File: config.mk
export PLATFORM = sky130hd
export DESIGN_NAME = adc_limit_monitor
export DESIGN_NICKNAME = d
export VERILOG_FILES = /design/src/rtl/adcmon_pkg.sv /design/src/rtl/adcmon_chan.sv /design/src/rtl/adcmon_irq.sv /design/src/rtl/adc_limit_monitor.sv
export SDC_FILE = /design/constraint.sdc
export NUM_CORES = 1
export LEC_CHECK = 0
export ABC_AREA = 0
export ABC_CLOCK_PERIOD_IN_PS = 2260
export CAP_MARGIN = 20
export CORE_MARGIN = 2
export CORE_UTILIZATION = 35
export DETAILED_ROUTE_END_ITERATION = 16
export PLACE_DENSITY = 0.63
export SETUP_SLACK_MARGIN = 0.1
export SYNTH_ARGS = -nofsm -noshare
export SYNTH_HDL_FRONTEND = slang
export SYNTH_SLANG_ARGS = --single-unit
File: constraint.sdc
create_clock -name clk -period 2.26 [get_ports clk]
set_input_delay 0.452 -clock clk [delete_from_list [all_inputs] [get_ports clk]]
set_output_delay 0.452 -clock clk [all_outputs]
set_load 0.02 [all_outputs]
File: src/rtl/adcmon_pkg.sv
// Package: shared definitions for the ADC limit monitor.
// Assumes a 32-bit register word and a two-bit region field at the top of
// the word address.
package adcmon_pkg;
    localparam int REG_W = 32;

    typedef enum logic [1:0] {
        RGN_CTRL  = 2'd0,
        RGN_LEVEL = 2'd1,
        RGN_HIST  = 2'd2,
        RGN_NONE  = 2'd3
    } region_e;
endpackage

File: src/rtl/adcmon_chan.sv
// Module: one channel's threshold pair, extreme-value history and window
// comparators.
// Assumes hit is high for at most one cycle per result and belongs to this
// channel only.
module adcmon_chan #(
    parameter int DATA_W = 10
) (
    input  logic              clk,
    input  logic              rst_n,
    input  logic              lvl_wr,
    input  logic [DATA_W-1:0] wr_hi,
    input  logic [DATA_W-1:0] wr_lo,
    input  logic              hit,
    input  logic [DATA_W-1:0] value,
    output logic [DATA_W-1:0] lvl_hi,
    output logic [DATA_W-1:0] lvl_lo,
    output logic [DATA_W-1:0] hist_max,
    output logic [DATA_W-1:0] hist_min,
    output logic              ev_below,
    output logic              ev_above
);
    // Threshold register: accept only an ordered pair (low below high).
    always_ff @(posedge clk) begin
        if (!rst_n) begin
            lvl_hi <= '1;
            lvl_lo <= '0;
        end else if (lvl_wr && (wr_lo < wr_hi)) begin
            lvl_hi <= wr_hi;
            lvl_lo <= wr_lo;
        end
    end

    // Extreme tracking: widen the seen range with each result.
    always_ff @(posedge clk) begin
        if (!rst_n) begin
            hist_max <= '0;
            hist_min <= '1;
        end else if (hit) begin
            if (value > hist_max) hist_max <= value;
            if (value < hist_min) hist_min <= value;
        end
    end

    // Window comparators: strict on both edges.
    always_comb begin
        ev_below = hit && (value < lvl_lo);
        ev_above = hit && (value > lvl_hi);
    end
endmodule

File: src/rtl/adcmon_irq.sv
// Module: sticky status with write-one-to-clear, mask register and
// interrupt reduction.
// Assumes a new event set in the same cycle as a clear of that bit wins.
module adcmon_irq #(
    parameter int SRC_W = 13
) (
    input  logic             clk,
    input  logic             rst_n,
    input  logic [SRC_W-1:0] set_vec,
    input  logic             mask_wr,
    input  logic             stat_wr,
    input  logic [SRC_W-1:0] wdata,
    output logic [SRC_W-1:0] mask_q,
    output logic [SRC_W-1:0] status_q,
    output logic             irq
);
    // Mask register: every source is disabled out of reset.
    always_ff @(posedge clk) begin
        if (!rst_n)       mask_q <= '1;
        else if (mask_wr) mask_q <= wdata;
    end

    // Status register: hold, clear the bits written as one, then set the new events.
    always_ff @(posedge clk) begin
        if (!rst_n) status_q <= '0;
        else        status_q <= (status_q & ~(stat_wr ? wdata : '0)) | set_vec;
    end

    // Interrupt line: any pending source that is enabled.
    assign irq = |(status_q & ~mask_q);
endmodule

File: src/rtl/adc_limit_monitor.sv
// Module: top of the ADC limit monitor. It decodes register accesses,
// routes each result to its channel and assembles the event vector.
// Assumes NUM_CH <= 10, so that 3*NUM_CH+1 sources fit one word, and
// DATA_W <= 16. Register word map: region in the top two address bits
// (0 control, 1 levels, 2 history), channel or control index below.
module adc_limit_monitor
    import adcmon_pkg::*;
#(
    parameter int NUM_CH = 4,
    parameter int DATA_W = 10,
    localparam int CH_W   = (NUM_CH > 1) ? $clog2(NUM_CH) : 1,
    localparam int ADDR_W = CH_W + 2
) (
    input  logic              clk,
    input  logic              rst_n,
    input  logic              res_valid,
    input  logic [CH_W-1:0]   res_ch,
    input  logic [DATA_W-1:0] res_value,
    input  logic              reg_we,
    input  logic [ADDR_W-1:0] reg_addr,
    input  logic [REG_W-1:0]  reg_wdata,
    output logic [REG_W-1:0]  reg_rdata,
    output logic              irq
);
    localparam int SRC_W   = 3 * NUM_CH + 1;
    localparam int ERR_BIT = 3 * NUM_CH;
    localparam int PAD_W   = 16 - DATA_W;

    region_e                       region;
    logic    [CH_W-1:0]            idx;
    logic    [NUM_CH-1:0]          hit;
    logic    [NUM_CH-1:0]          lvl_wr;
    logic    [NUM_CH-1:0]          below;
    logic    [NUM_CH-1:0]          above;
    logic    [NUM_CH-1:0][DATA_W-1:0] lvl_hi;
    logic    [NUM_CH-1:0][DATA_W-1:0] lvl_lo;
    logic    [NUM_CH-1:0][DATA_W-1:0] hmax;
    logic    [NUM_CH-1:0][DATA_W-1:0] hmin;
    logic    [SRC_W-1:0]           set_vec;
    logic    [SRC_W-1:0]           mask_q;
    logic    [SRC_W-1:0]           status_q;
    logic                          mask_wr;
    logic                          stat_wr;

    // Address split: region on top, index below.
    assign region = region_e'(reg_addr[ADDR_W-1 -: 2]);
    assign idx    = reg_addr[CH_W-1:0];

    // Control-register write strobes.
    assign mask_wr = reg_we && (region == RGN_CTRL) && (idx == CH_W'(0));
    assign stat_wr = reg_we && (region == RGN_CTRL) && (idx == CH_W'(1));

    for (genvar i = 0; i < NUM_CH; i++) begin : g_ch
        // Per-channel steering of results and level writes.
        assign hit[i]    = res_valid && (res_ch == CH_W'(i));
        assign lvl_wr[i] = reg_we && (region == RGN_LEVEL) && (idx == CH_W'(i));

        adcmon_chan #(.DATA_W(DATA_W)) u_chan (
            .clk      (clk),
            .rst_n    (rst_n),
            .lvl_wr   (lvl_wr[i]),
            .wr_hi    (reg_wdata[16 +: DATA_W]),
            .wr_lo    (reg_wdata[DATA_W-1:0]),
            .hit      (hit[i]),
            .value    (res_value),
            .lvl_hi   (lvl_hi[i]),
            .lvl_lo   (lvl_lo[i]),
            .hist_max (hmax[i]),
            .hist_min (hmin[i]),
            .ev_below (below[i]),
            .ev_above (above[i])
        );
    end

    // Event vector: done, below, above per channel, then the global error.
    always_comb begin
        set_vec                       = '0;
        set_vec[NUM_CH-1:0]           = hit;
        set_vec[2*NUM_CH-1:NUM_CH]    = below;
        set_vec[3*NUM_CH-1:2*NUM_CH]  = above;
        set_vec[ERR_BIT]              = |(hit & status_q[NUM_CH-1:0]);
    end

    adcmon_irq #(.SRC_W(SRC_W)) u_irq (
        .clk      (clk),
        .rst_n    (rst_n),
        .set_vec  (set_vec),
        .mask_wr  (mask_wr),
        .stat_wr  (stat_wr),
        .wdata    (reg_wdata[SRC_W-1:0]),
        .mask_q   (mask_q),
        .status_q (status_q),
        .irq      (irq)
    );

    // Read multiplexer: combinational from the address.
    always_comb begin
        reg_rdata = '0;
        unique case (region)
            RGN_CTRL: begin
                if (idx == CH_W'(0))      reg_rdata = {{(REG_W-SRC_W){1'b0}}, mask_q};
                else if (idx == CH_W'(1)) reg_rdata = {{(REG_W-SRC_W){1'b0}}, status_q};
            end
            RGN_LEVEL: begin
                if (int'(idx) < NUM_CH)
                    reg_rdata = {{PAD_W{1'b0}}, lvl_hi[idx], {PAD_W{1'b0}}, lvl_lo[idx]};
            end
            RGN_HIST: begin
                if (int'(idx) < NUM_CH)
                    reg_rdata = {{PAD_W{1'b0}}, hmax[idx], {PAD_W{1'b0}}, hmin[idx]};
            end
            default: reg_rdata = '0;
        endcase
    end
endmodule

[Word level (Yosys, flattened, before mapping)]
Index checks and enable logic that the tools add are counted.
Storage, ports and cells
  flip-flop bits (word level): 186
  input bits: 52
  output and inout port bits: 33
  logic and storage cells: 99
Cells by class
  $lt $le $gt $ge: 18
  equal/unequal tests: 8
  multiplexer cells: 12
  bitwise gates (word level): 6
  reductions and logical operators: 37
Operator list (count)
  $pmux W32 S3: 1
  $lt A10 B10 Y1: 9
  $bmux W10 S2: 4
  $gt A10 B10 Y1: 8
  $mux W10: 4
  $mux W13: 3
  $and A13 B13 Y13: 2
  $not A13 Y13: 2
  $logic_and A1 B1 Y1: 24
  $reduce_and A2 Y1: 8
  $or A13 B13 Y13: 1
  $reduce_or A13 Y1: 1
  $eq A2 B2 Y1 const B: 5
  $eq A2 B1 Y1 const B: 3
  $logic_not A2 Y1: 3
  $and A4 B4 Y4: 1
  $reduce_or A4 Y1: 1
  $lt A2 B3 Y1 const B: 1

[Depth between registers and ports, before layout]
Gate-level depths: netlist of the first run.
  word-level depth: 7
  gate-level depth with buffers: 9
  mapped depth without buffers: 7

[Cells and area by module]
A second synthesis of the first run with hierarchy kept.
Unflattened totals
  cells, all modules: 1606
  area, all modules: 14106.0 um2
By module, submodules not included
  adcmon_chan: instances 4, cells an instance 325, area each 2810.2 um2, seq. area each 800.8 um2
  adc_limit_monitor: instances 1, cells an instance 190, area each 1819.2 um2, seq. area each 0.0 um2
  adcmon_irq: instances 1, cells an instance 116, area each 1046.0 um2, seq. area each 520.5 um2

[Least setup slack after synthesis of the first run]
No wires, ideal clock.
  path kind: input to output
  start point: in reg_addr[1]
  end point: out reg_rdata[0]
  arrival time: 1.905 ns
  required time: 1.808 ns
  setup slack: -0.097 ns
  cell stages on the path: 6
  buffers on the path: 3
  cells stage by stage: buf_2 -> buf_2 -> buf_4 -> nor2_2 -> a22oi_1 -> o21ai_0
On the way
  longest elaborated chain between the ends: 4
  elaborated cells between the ends (all ways): 9
  those cells by class: eq/ne: 1; mux: 7; reduce/logical: 1
Ends and longest elaborated chain
  from (decl): line adc_limit_monitor.sv:20  | input logic [ADDR_W-1:0] reg_addr,
  $eq A2 B1 Y1: line adc_limit_monitor.sv:102  | else if (idx == CH_W'(1)) reg_rdata = {{(REG_W-SRC_W){1'b0}}, status_q};
  $mux W13: line adc_limit_monitor.sv:102
  $mux W13: line adc_limit_monitor.sv:101  | if (idx == CH_W'(0)) reg_rdata = {{(REG_W-SRC_W){1'b0}}, mask_q};
  $pmux W32 S3 *: line adc_limit_monitor.sv:99  | unique case (region)
  to (decl): line adc_limit_monitor.sv:22  | output logic [REG_W-1:0] reg_rdata,
Every way passes the cells marked *; elsewhere a longest branch is shown, timed or not. The select of a mux whose other input is x is not followed.

[Final worst setup path of the first run]
  start point: reg g_ch[3].u_chan.lvl_lo[3]
  end point: out reg_rdata[3]
On the way
  longest elaborated chain between the ends: 3
Ends and longest elaborated chain
  from (decl): line adcmon_chan.sv:16  | output logic [DATA_W-1:0] lvl_lo,
  from (signal assigned): line adcmon_chan.sv:29  | lvl_lo <= wr_lo;
  $bmux W10 S2: line adc_limit_monitor.sv:106  | reg_rdata = {{PAD_W{1'b0}}, lvl_hi[idx], {PAD_W{1'b0}}, lvl_lo[idx]};
  $mux W10 (not written as such): line adc_limit_monitor.sv:106
  $pmux W32 S3: line adc_limit_monitor.sv:99
No other way between the ends. The select of a mux whose other input is x is not followed.

==> results of run 1 <==
worst max path at each step:
stage	start	end	slack, ns	depth (start not counted)
5_1_grt	g_ch[3].u_chan.lvl_lo[9]	reg_rdata[9]	0.02	4
6_report	g_ch[3].u_chan.lvl_lo[3]	reg_rdata[3]	0.05	4
3_3_place_gp	res_value[2]	g_ch[2].u_chan.hist_min[3]	-0.85	8
4_1_cts	res_value[5]	g_ch[1].u_chan.hist_min[6]	0.05	10
2_1_floorplan	reg_addr[1]	reg_rdata[10]	0.09	5
3_5_place_dp	res_value[2]	g_ch[2].u_chan.hist_min[5]	-0.88	8
logic make-up after synthesis:
group,count (synthesis),share of synthesized area
AOI/OAI and AO/OA,270,0.147
adders and majority gates,161,0.161
buffers and inverters,264,0.0866
DFF,186,0.298
muxes,183,0.188
other,1,0.000300
and+or+nand+nor,341,0.119
cell type report:
type	instances	area, um2
tap	461	577
inverter	184	691
clock buffer	18	429
sequential	186	3770
timing repair buffer	278	2750
clock inverter	14	138
fill	3392	18900
multi-input combinational	964	8150
what timing repair did:
action                     in CTS  in global routing
buffers inserted               17                  6
setup endpoints to repair     152                161
pin swaps                      33                 26
gates resized for setup       217                 75
hold buffers                    0                  0
gates cloned                    5                  2
power by group:
group	switching (mW)	total, mW	internal (mW)
clock network	1.48	3.03	1.55
registers	0.0719	3.44	3.37
logic	0.924	1.72	0.794
total	2.47	8.19	5.71
sequential cells by signal, indices dropped and copies added, names as in the netlist:
register	cells
g_ch.u_chan.hist_max	40
g_ch.u_chan.hist_min	40
g_ch.u_chan.lvl_hi	40
g_ch.u_chan.lvl_lo	40
u_irq.mask_q	13
u_irq.status_q	13
cell usage after synthesis, drive strengths merged (2+ instances only):
cell type    n  share of area
a31oi        6         0.0030
o22ai        5         0.0025
o21a         9         0.0054
buf         45          0.021
mux2         9         0.0081
a211o        9         0.0063
and3         5         0.0025
a21oi       53          0.021
clkbuf      35          0.011
a22o        10         0.0070
dfxtp      186           0.30
nand3b       2         0.0012
o31ai        5         0.0030
mux4        41          0.074
nor2        97          0.029
ha         161           0.16
a31o         2         0.0014
nand2b       8         0.0040
nand4       13         0.0065
inv        183          0.055
a2111oi      5         0.0050
a21o        20          0.012
nor3         8         0.0032
nand2      163          0.049
nor2b       12         0.0060
a21boi       5         0.0030
mux2i      133           0.11
or2          4         0.0020
and4         8         0.0056
a22oi       11         0.0066
o211ai      67          0.040
nand3       17         0.0068
o21ai       43          0.017
a211oi      14         0.0084
through the flow:
| stage | setup WS, ns | power, mW |
|---|---|---|
| 3_3_place_gp | -0.852 | 5.03 |
| 3_5_place_dp | -0.883 | 5.07 |
| 2_1_floorplan | 0.0888 | 4.33 |
| 4_1_cts | 0.0450 | 8.12 |
| 5_1_grt | 0.0161 | 8.47 |
| 6_report | 0.0461 | 8.19 |
critical path: cells and delay by family, from the launching register on:
kind	cells	cell delay, ns
muxes	1	0.52
DFF	1	0.33
AOI/OAI and AO/OA	2	0.33
buffers and inverters	1	0.13
layer usage:
metal,global-route usage,wire length [um],up-vias
li1,-,-,5397
met1,0.290,18400,5419
met2,0.362,19100,331
met3,0.0315,2010,111
met4,0.121,2120,0
met5,0,0,-
cells in the final DEF (no fill, tap or decap), types with 17 or more instances in the layout:
master	count
nand3_1	17
o211ai_1	67
ha_1	149
a21oi_1	47
buf_6	32
mux4_2	41
a21o_1	20
o21ai_0	25
inv_1	183
nand2_1	159
buf_12	26
clkbuf_16	19
dfxtp_1	149
mux2i_1	133
dfxtp_2	37
buf_4	163
nor2_1	96
==> summary.txt, run 1 <==
Pwr
  – Pwr/cell area: 496 nW/um2
  – Lkg Pwr: 7.99 nW
  – VDD IR max: 0.000379 V

Worst setup path
  – Critical path data arrival time: 1.76 ns
  – Startpoint types: flop
  – Reg2Reg Setup Slack: 0.28 ns
  – RR Startpoint: g_ch[3].u_chan.hist_max[9]
  – Largest stage delay on the critical path: 0.52 ns
  – Worst R2R End: g_ch[3].u_chan.hist_max[6]
  – R2R cell count: 8
  – Worst Path Max Fanout: 2
  – Slowest-stage cell, CP: mux4_2
  – Critical path required time: 1.81 ns
  – Critical path type: flop to primary output
  – Setup crit end kind: primary output
  – Critical path cell sequence: mux4_2 -> a22oi_2 -> o21ai_2 -> buf_6

Logic synthesis
  – Number of synthesized register bits: 186
  – Share of the yosys chip area belonging to registers: 0.298
  – Synth unique cells: 51
  – Post-Syn Instances: 1406
  – Share of flip-flops with an asynchronous set or reset: 0
  – Top FF cell, synth: dfxtp_1
  – Post-Synthesis Cell Area: 12500 um2
  – Yosys Warn Count: 0
  – Number of flops mapped to enable cells by yosys: 0
  – Post-synthesis area per instance: 8.89 um2

Routing
  – First-pass DRT Iterations: 7
  – Post-DRT Antenna Nets: 0
  – Drt drc: 0
  – Routed wire per std cell: 19.7 um
  – WL final: 41600 um
  – Drt first-iter violations: 768
  – Vias/cell: 5.35
  – Via Count: 11300

Clock tree
  – Root buffer cell: clkbuf_16
  – Clk slew on worst S/H paths: 0.08 ns
  – Skew-Pair Late Insertion Delay: 0.44 ns
  – Htree depth: 4
  – Clk sink count: 186
  – CTS tree: yes
  – Max Buffers Root-to-Sink: 2
  – CTS Buf Count: 17

Run status
  – Status: complete, no violations

STA
  – Final worst-path cycle share: 0.980
  – Worst-Margin Slew: 0.590 ns
  – WHS: 0.345 ns
  – Max-slew violations: 0
  – Max Clk Rate: 0.452 GHz
  – Slew HR: 0.606
  – Setup TNS: 0 ns
  – Final Critical Period: 2.21 ns
  – RSZ-0062 raised after global routing: true
  – Finish-stage setup viols: 0
  – Endpoints failing hold: 0
  – Final clock skew: 0.0126 ns

GRT
  – First-pass GRT wire length: 63400 um
  – Grt ovf: 0
  – Number of global-route vias before repair: 11300
  – GR Util All Layers: 0.224
  – Pin count of the biggest net entering global routing: 114
  – Antenna violations before repair: 0

Hold path
  – Worst hold start: rst_n
  – Worst Hold Path EP: g_ch[1].u_chan.lvl_lo[4]
  – HP Class: input port to flop
  – WHS Path Cells: 3

Floorplanning
  – Initial core utilization: 0.353
  – Die H: 193 um
  – Io pins: 85
  – Chip width: 193 um
  – Core Rows: 69
  – CORE AREA: 35400 um2
  – Die area: 37200 um2

Cells and area
  – Final Non-Filler Cells: 2105
  – Layout cell share with drive strength beyond 1: 0.263
  – Diode count: 0
  – Finished Core Util: 0.466
  – Final net count: 1844
  – Final Cell Area: 16500 um2
  – Syn-to-layout area delta: 32.0%

Placed design
  – DPL Wire Length: 31000 um
  – Placed instance area: 15000 um2
  – GP Congestion: 0.891
  – # port buffers: 66
  – Placed insts: 2043

Flow run
  – Max_cap viols: 0
(Power assumes the default switching activity.)
==> inputs of run 2 (changes only) <==
--- a/config.mk
+++ b/config.mk
@@ -6,7 +6,7 @@
 export NUM_CORES = 1
 export LEC_CHECK = 0
 export ABC_AREA = 0
-export ABC_CLOCK_PERIOD_IN_PS = 2260
+export ABC_CLOCK_PERIOD_IN_PS = 2280
 export CAP_MARGIN = 20
 export CORE_MARGIN = 2
 export CORE_UTILIZATION = 35
==> constraint.sdc (replaced) <==
create_clock -name clk -period 2.28 [get_ports clk]
set_input_delay 0.456 -clock clk [delete_from_list [all_inputs] [get_ports clk]]
set_output_delay 0.456 -clock clk [all_outputs]
set_load 0.02 [all_outputs]
==> summary.txt, run 2 (same netlist as run 1, synthesis figures left out) <==
Placed design
  – GP Congestion: 0.885
  – DPL Wire Length: 30600 um
  – Pre-CTS setup slack: -0.547 ns
  – Placed instance area: 14700 um2
  – # port buffers: 66

GRT
  – First-pass GRT wire length: 62700 um
  – Number of global-route vias before repair: 11000
  – GR Util met3: 0.0490
  – Antenna violations before repair: 1
  – Grt met1 use: 0.304
  – GR Util All Layers: 0.223
  – Pin count of the biggest net entering global routing: 126
  – GR Util met2: 0.354
  – Grt ovf: 0
  – Grt peak-use layer: met2

Clock tree
  – CTS tree: yes
  – Skew-Pair Late Insertion Delay: 0.44 ns
  – CTS Buf Count: 17
  – Clk sink count: 186
  – Post-CTS Hold Buffers: 0
  – Root buffer cell: clkbuf_16
  – Max Buffers Root-to-Sink: 2
  – Htree depth: 4
  – Clk slew on worst S/H paths: 0.07 ns

Hold path
  – HP Class: input port to flop

Cells and area
  – Final net count: 1820
  – Final Cell Area: 16100 um2
  – Most common cell after layout, fill and taps aside: inv_1
  – Most frequent cells in the layout: 181 x inv_1, 163 x nand2_1, 156 x buf_4
  – Syn-to-layout area delta: 28.7%
  – Filler Cell Count: 3362
  – Layout cell share with drive strength beyond 1: 0.235

Routing
  – Drt first-iter violations: 917
  – First-pass DRT Iterations: 5
  – Via Count: 11200
  – Routed wire per std cell: 19.8 um
  – Drt drc: 0
  – WL final: 41100 um
  – Post-DRT Antenna Nets: 0
  – Vias/cell: 5.36

Worst setup path
  – CP delay by family, top: multiplexers
  – Largest stage delay on the critical path: 0.52 ns
  – Critical path cell sequence: mux4_2 -> a22oi_2 -> o21ai_1 -> buf_4
  – Setup crit end kind: primary output
  – Worst Path Max Fanout: 2
  – Critical path required time: 1.82 ns
  – Critical path type: flop to primary output
  – Slowest-stage cell, CP: mux4_2
  – Critical path data arrival time: 1.79 ns
  – WP buf/inv: 1
  – Startpoint types: flop

Pwr
  – Pwr/cell area: 530 nW/um2
  – Clk pwr share: 0.406
  – VDD IR max: 0.000540 V
  – Cell internal pwr: 6.20 mW
  – Flop pwr share: 0.400
  – Comb power frac: 0.194
  – Sw Ratio: 0.272
  – Sw Pwr: 2.32 mW
  – Lkg Pwr: 7.87 nW

STA
  – RSZ-0062 raised after global routing: true
  – Max-slew violations: 0
  – Final Critical Period: 2.24 ns
  – Max Clk Rate: 0.446 GHz
  – Final clock skew: 0.0112 ns
  – Slew HR: 0.592
  – Worst-Margin Slew: 0.612 ns
  – Finish-stage setup viols: 0
  – Final worst-path cycle share: 0.984
  – Endpoints failing hold: 0
  – Setup WS post-layout: 0.0354 ns

Flow run
  – Max_cap viols: 0

Floorplanning
  – Io pins: 85
  – CORE AREA: 35400 um2
  – Initial core utilization: 0.353
  – Core Rows: 69
  – Chip width: 193 um
  – Die area: 37200 um2
  – Die H: 193 um

Run status
  – Status: complete, no violations
[run 2: cell count changes in the layout (fill, tap and decap cells not counted), sizes merged, moves of 3 or more]
| cell | before | now |
|---|---|---|
| clkdlybuf4s15 | 4 | 0 |
| clkdlybuf4s50 | 16 | 22 |
| dlygate4sd2 | 13 | 5 |
| inv | 190 | 185 |
| clkinvlp | 3 | 0 |
| dlymetal6s2s | 9 | 12 |
| buf | 233 | 215 |
| bufinv | 1 | 6 |
[run 2: worst reg2reg max path, stage by stage, from the launching register on]
cell     delay [ns]
dfxtp_1        0.37
inv_1          0.06
ha_1           0.30
and3_1         0.20
and3_4         0.19
a31o_2         0.26
a21oi_4        0.16
buf_6          0.18
mux2i_2        0.22
[run 2: layout make-up]
cell class                      instances  area (um2)  area share
Inverter                              184         691      0.0429
Timing Repair Buffer                  254        2400       0.149
Clock buffer                           20         457      0.0284
Tap cell                              461         577      0.0358
Antenna cell                            1        2.50    0.000155
Sequential cell                       186        3760       0.234
Clock inverter                         12         218      0.0135
Multi-Input combinational cell        964        7990       0.496
[run 2: layer usage]
metal  share of wire  up-vias
met5               0        -
met4           0.018        0
met2            0.46      413
met3           0.075       43
li1                -     5358
met1            0.45     5342
[run 2: power by group through the flow]
stage / Sequential [mW] / Clock [mW] / Combinational, mW
floorplan: 3.45 / 0 / 0.834
global placement: 3.48 / 0 / 1.47
detailed placement: 3.48 / 0 / 1.50
CTS: 3.41 / 3.49 / 1.58
global route: 3.42 / 3.61 / 1.79
finish: 3.41 / 3.46 / 1.65
[run 2: per-stage QoR]
stage / total power [mW] / hold slack, ns / util / cells / TNS (ns)
final: 8.52 / 0.419 / 0.455 / 2082 / 0
after floorplan: 4.29 / 0.445 / - / 1414 / 0
after global placement: 4.95 / 0.457 / 0.417 / 2019 / -73.33
after global routing: 8.82 / 0.474 / 0.455 / 2082 / -0.00116
after detailed placement: 4.98 / 0.463 / 0.417 / 2019 / -77.20
after CTS: 8.47 / 0.472 / 0.446 / 2073 / 0
[run 2: path summary, 6_finish.rpt]
path                            cells past startpoint  slack (ns)                        from                    endpoint
worst max register to register                      8        0.26  g_ch[3].u_chan.hist_max[5]  g_ch[3].u_chan.hist_max[1]
worst max-delay path                                4        0.04    g_ch[1].u_chan.lvl_lo[9]                reg_rdata[9]
worst min-delay path                                3        0.42               reg_wdata[25]    g_ch[3].u_chan.lvl_hi[9]
worst min register to register                      2        0.47    g_ch[2].u_chan.lvl_lo[6]    g_ch[2].u_chan.lvl_lo[6]
[run 2: repair_timing]
action	in CTS	in global routing
endpoints found under the setup margin	157	179
buffers inserted	16	9
gates cloned	6	0
pin swaps	24	27
resized for setup	175	78
==> inputs of run 3 (changes only) <==
--- a/config.mk
+++ b/config.mk
@@ -8,7 +8,6 @@
 export ABC_AREA = 0
 export ABC_CLOCK_PERIOD_IN_PS = 2280
 export CAP_MARGIN = 20
-export CORE_MARGIN = 2
 export CORE_UTILIZATION = 35
 export DETAILED_ROUTE_END_ITERATION = 16
 export PLACE_DENSITY = 0.63
==> summary.txt, run 3 (same netlist as run 1, synthesis figures left out) <==
Worst setup path
  – RR Startpoint: g_ch[2].u_chan.hist_max[5]
  – Worst R2R End: g_ch[2].u_chan.hist_max[2]
  – Worst Path Max Fanout: 2
  – Largest stage delay on the critical path: 0.53 ns
  – Setup crit end kind: primary output
  – Startpoint types: flop
  – Slowest-stage cell, CP: mux4_2
  – Reg2Reg Setup Slack: 0.24 ns
  – Critical path required time: 1.82 ns
  – Critical path cell sequence: mux4_2 -> a22oi_2 -> o21ai_2 -> buf_6
  – Critical path type: flop to primary output
  – Setup crit start: g_ch[3].u_chan.lvl_lo[9]
  – Critical path data arrival time: 1.73 ns
  – R2R cell count: 9

STA
  – RSZ-0062 raised after global routing: true
  – Final clock skew: 0.00809 ns
  – Finish-stage setup viols: 0
  – Slew HR: 0.517
  – Final Critical Period: 2.19 ns
  – WHS: 0.443 ns
  – Final worst-path cycle share: 0.960
  – Worst-Margin Slew: 0.725 ns
  – Setup TNS: 0 ns
  – Max-slew violations: 0
  – Max Clk Rate: 0.457 GHz
  – Endpoints failing hold: 0

Pwr
  – VDD IR max: 0.000605 V
  – Final Power: 8.08 mW
  – Lkg Pwr: 8.02 nW
  – Pwr/cell area: 497 nW/um2

GRT
  – Pin count of the biggest net entering global routing: 151
  – Number of global-route vias before repair: 11000
  – First-pass GRT wire length: 62500 um
  – Grt ovf: 0
  – GR Util All Layers: 0.227
  – Antenna violations before repair: 1

Floorplanning
  – Chip width: 191 um
  – CORE AREA: 34900 um2
  – Die area: 36500 um2
  – Io pins: 85
  – Core Rows: 68
  – Initial core utilization: 0.358
  – Die H: 191 um

Cells and area
  – Diode count: 0
  – Area of the multi-input gates: 8020 um2
  – Filler Cell Count: 3314
  – Final net count: 1829
  – Reg area: 3770 um2
  – Layout cell share with drive strength beyond 1: 0.247
  – Most common cell after layout, fill and taps aside: inv_1
  – Most frequent cells in the layout: 182 x inv_1, 162 x nand2_1, 161 x buf_4
  – Final Non-Filler Cells: 2084
  – Syn-to-layout area delta: 30.1%

Placed design
  – # port buffers: 66
  – DPL Wire Length: 30500 um
  – Placed insts: 2019
  – GP Congestion: 0.919

Hold path
  – WHS Path Cells: 4
  – Worst Hold Path EP: u_irq.mask_q[4]
  – HP Class: input port to flop
  – Worst hold start: reg_wdata[4]

Routing
  – Vias/cell: 5.43
  – First-pass DRT Iterations: 8
  – Routed wire per std cell: 20.0 um
  – Post-DRT Antenna Nets: 0
  – Drt first-iter violations: 1132
  – WL final: 41700 um
  – Via Count: 11300
  – Drt drc: 0

Clock tree
  – Clk slew on worst S/H paths: 0.07 ns
  – Skew-Pair Late Insertion Delay: 0.45 ns
  – Htree depth: 4
  – CTS tree: yes
  – Post-CTS Hold Buffers: 0
  – Root buffer cell: clkbuf_16
  – Clk sink count: 186
  – CTS Buf Count: 17
  – Max Buffers Root-to-Sink: 2

Flow run
  – Max_cap viols: 0

Run status
  – Status: complete, no violations
[run 3: cell types whose count changed in the layout (fill, tap and decap cells not counted), sizes merged, moves of 3 or more]
| cell | change |
|---|---|
| inv | +3 |
| clkinvlp | +6 |
| bufinv | -5 |
| clkdlybuf4s50 | -10 |
| buf | +5 |
| dlygate4sd2 | -3 |
| dlymetal6s2s | +12 |
[run 3: worst max path at each step]
stage / to / cells after the start
2_1_floorplan: reg_rdata[10] / 5
3_3_place_gp: reg_rdata[24] / 6
3_5_place_dp: reg_rdata[24] / 6
4_1_cts: reg_rdata[24] / 3
5_1_grt: reg_rdata[9] / 4
6_report: reg_rdata[9] / 4
[run 3: final cells by class]
| class | instances | area share |
|---|---|---|
| Multi-Input combinational cell | 964 | 0.493 |
| Timing Repair Buffer | 263 | 0.162 |
| Inverter | 184 | 0.0427 |
| Clock buffer | 18 | 0.0264 |
| Clock inverter | 14 | 0.00862 |
| Sequential cell | 186 | 0.232 |
| Tap cell | 455 | 0.0350 |
[run 3: metrics by stage]
| stage | util | setup WS (ns) | instance area (um2) |
|---|---|---|---|
| after CTS | 0.455 | 0.0605 | 15900 |
| final | 0.466 | 0.0922 | 16300 |
| after global placement | 0.427 | -0.528 | 14900 |
| after detailed placement | 0.427 | -0.511 | 14900 |
| after global routing | 0.466 | 0.0450 | 16300 |
| after floorplan | - | 0.101 | 12500 |
[run 3: routing by layer]
metal	share of wire	vias up	GRT usage
li1	-	5364	-
met1	0.45	5461	0.311
met2	0.45	432	0.359
met3	0.072	61	0.0413
met4	0.023	2	0.0662
met5	0.00019	-	0
[run 3: what timing repair did]
| item | CTS | global route |
|---|---|---|
| cloned | 8 | 3 |
| pin swaps | 18 | 28 |
| gates resized for setup | 189 | 89 |
| setup buffers | 13 | 9 |
| endpoints found under the hold margin | 0 | 0 |
| endpoints found under the setup margin | 59 | 181 |
[run 3: critical path, delay by kind of cell (launching register included)]
family / cells / cell delay, ns
flip-flops: 1 / 0.32
multiplexers: 1 / 0.53
AO/OA/AOI/OAI: 2 / 0.30
buffers and inverters: 1 / 0.14
[run 3: power by group]
group	internal (mW)	leakage [nW]	switching, mW
clock	1.53	0.262	1.45
sequential	3.34	1.52	0.0790
combinational	0.773	6.24	0.906
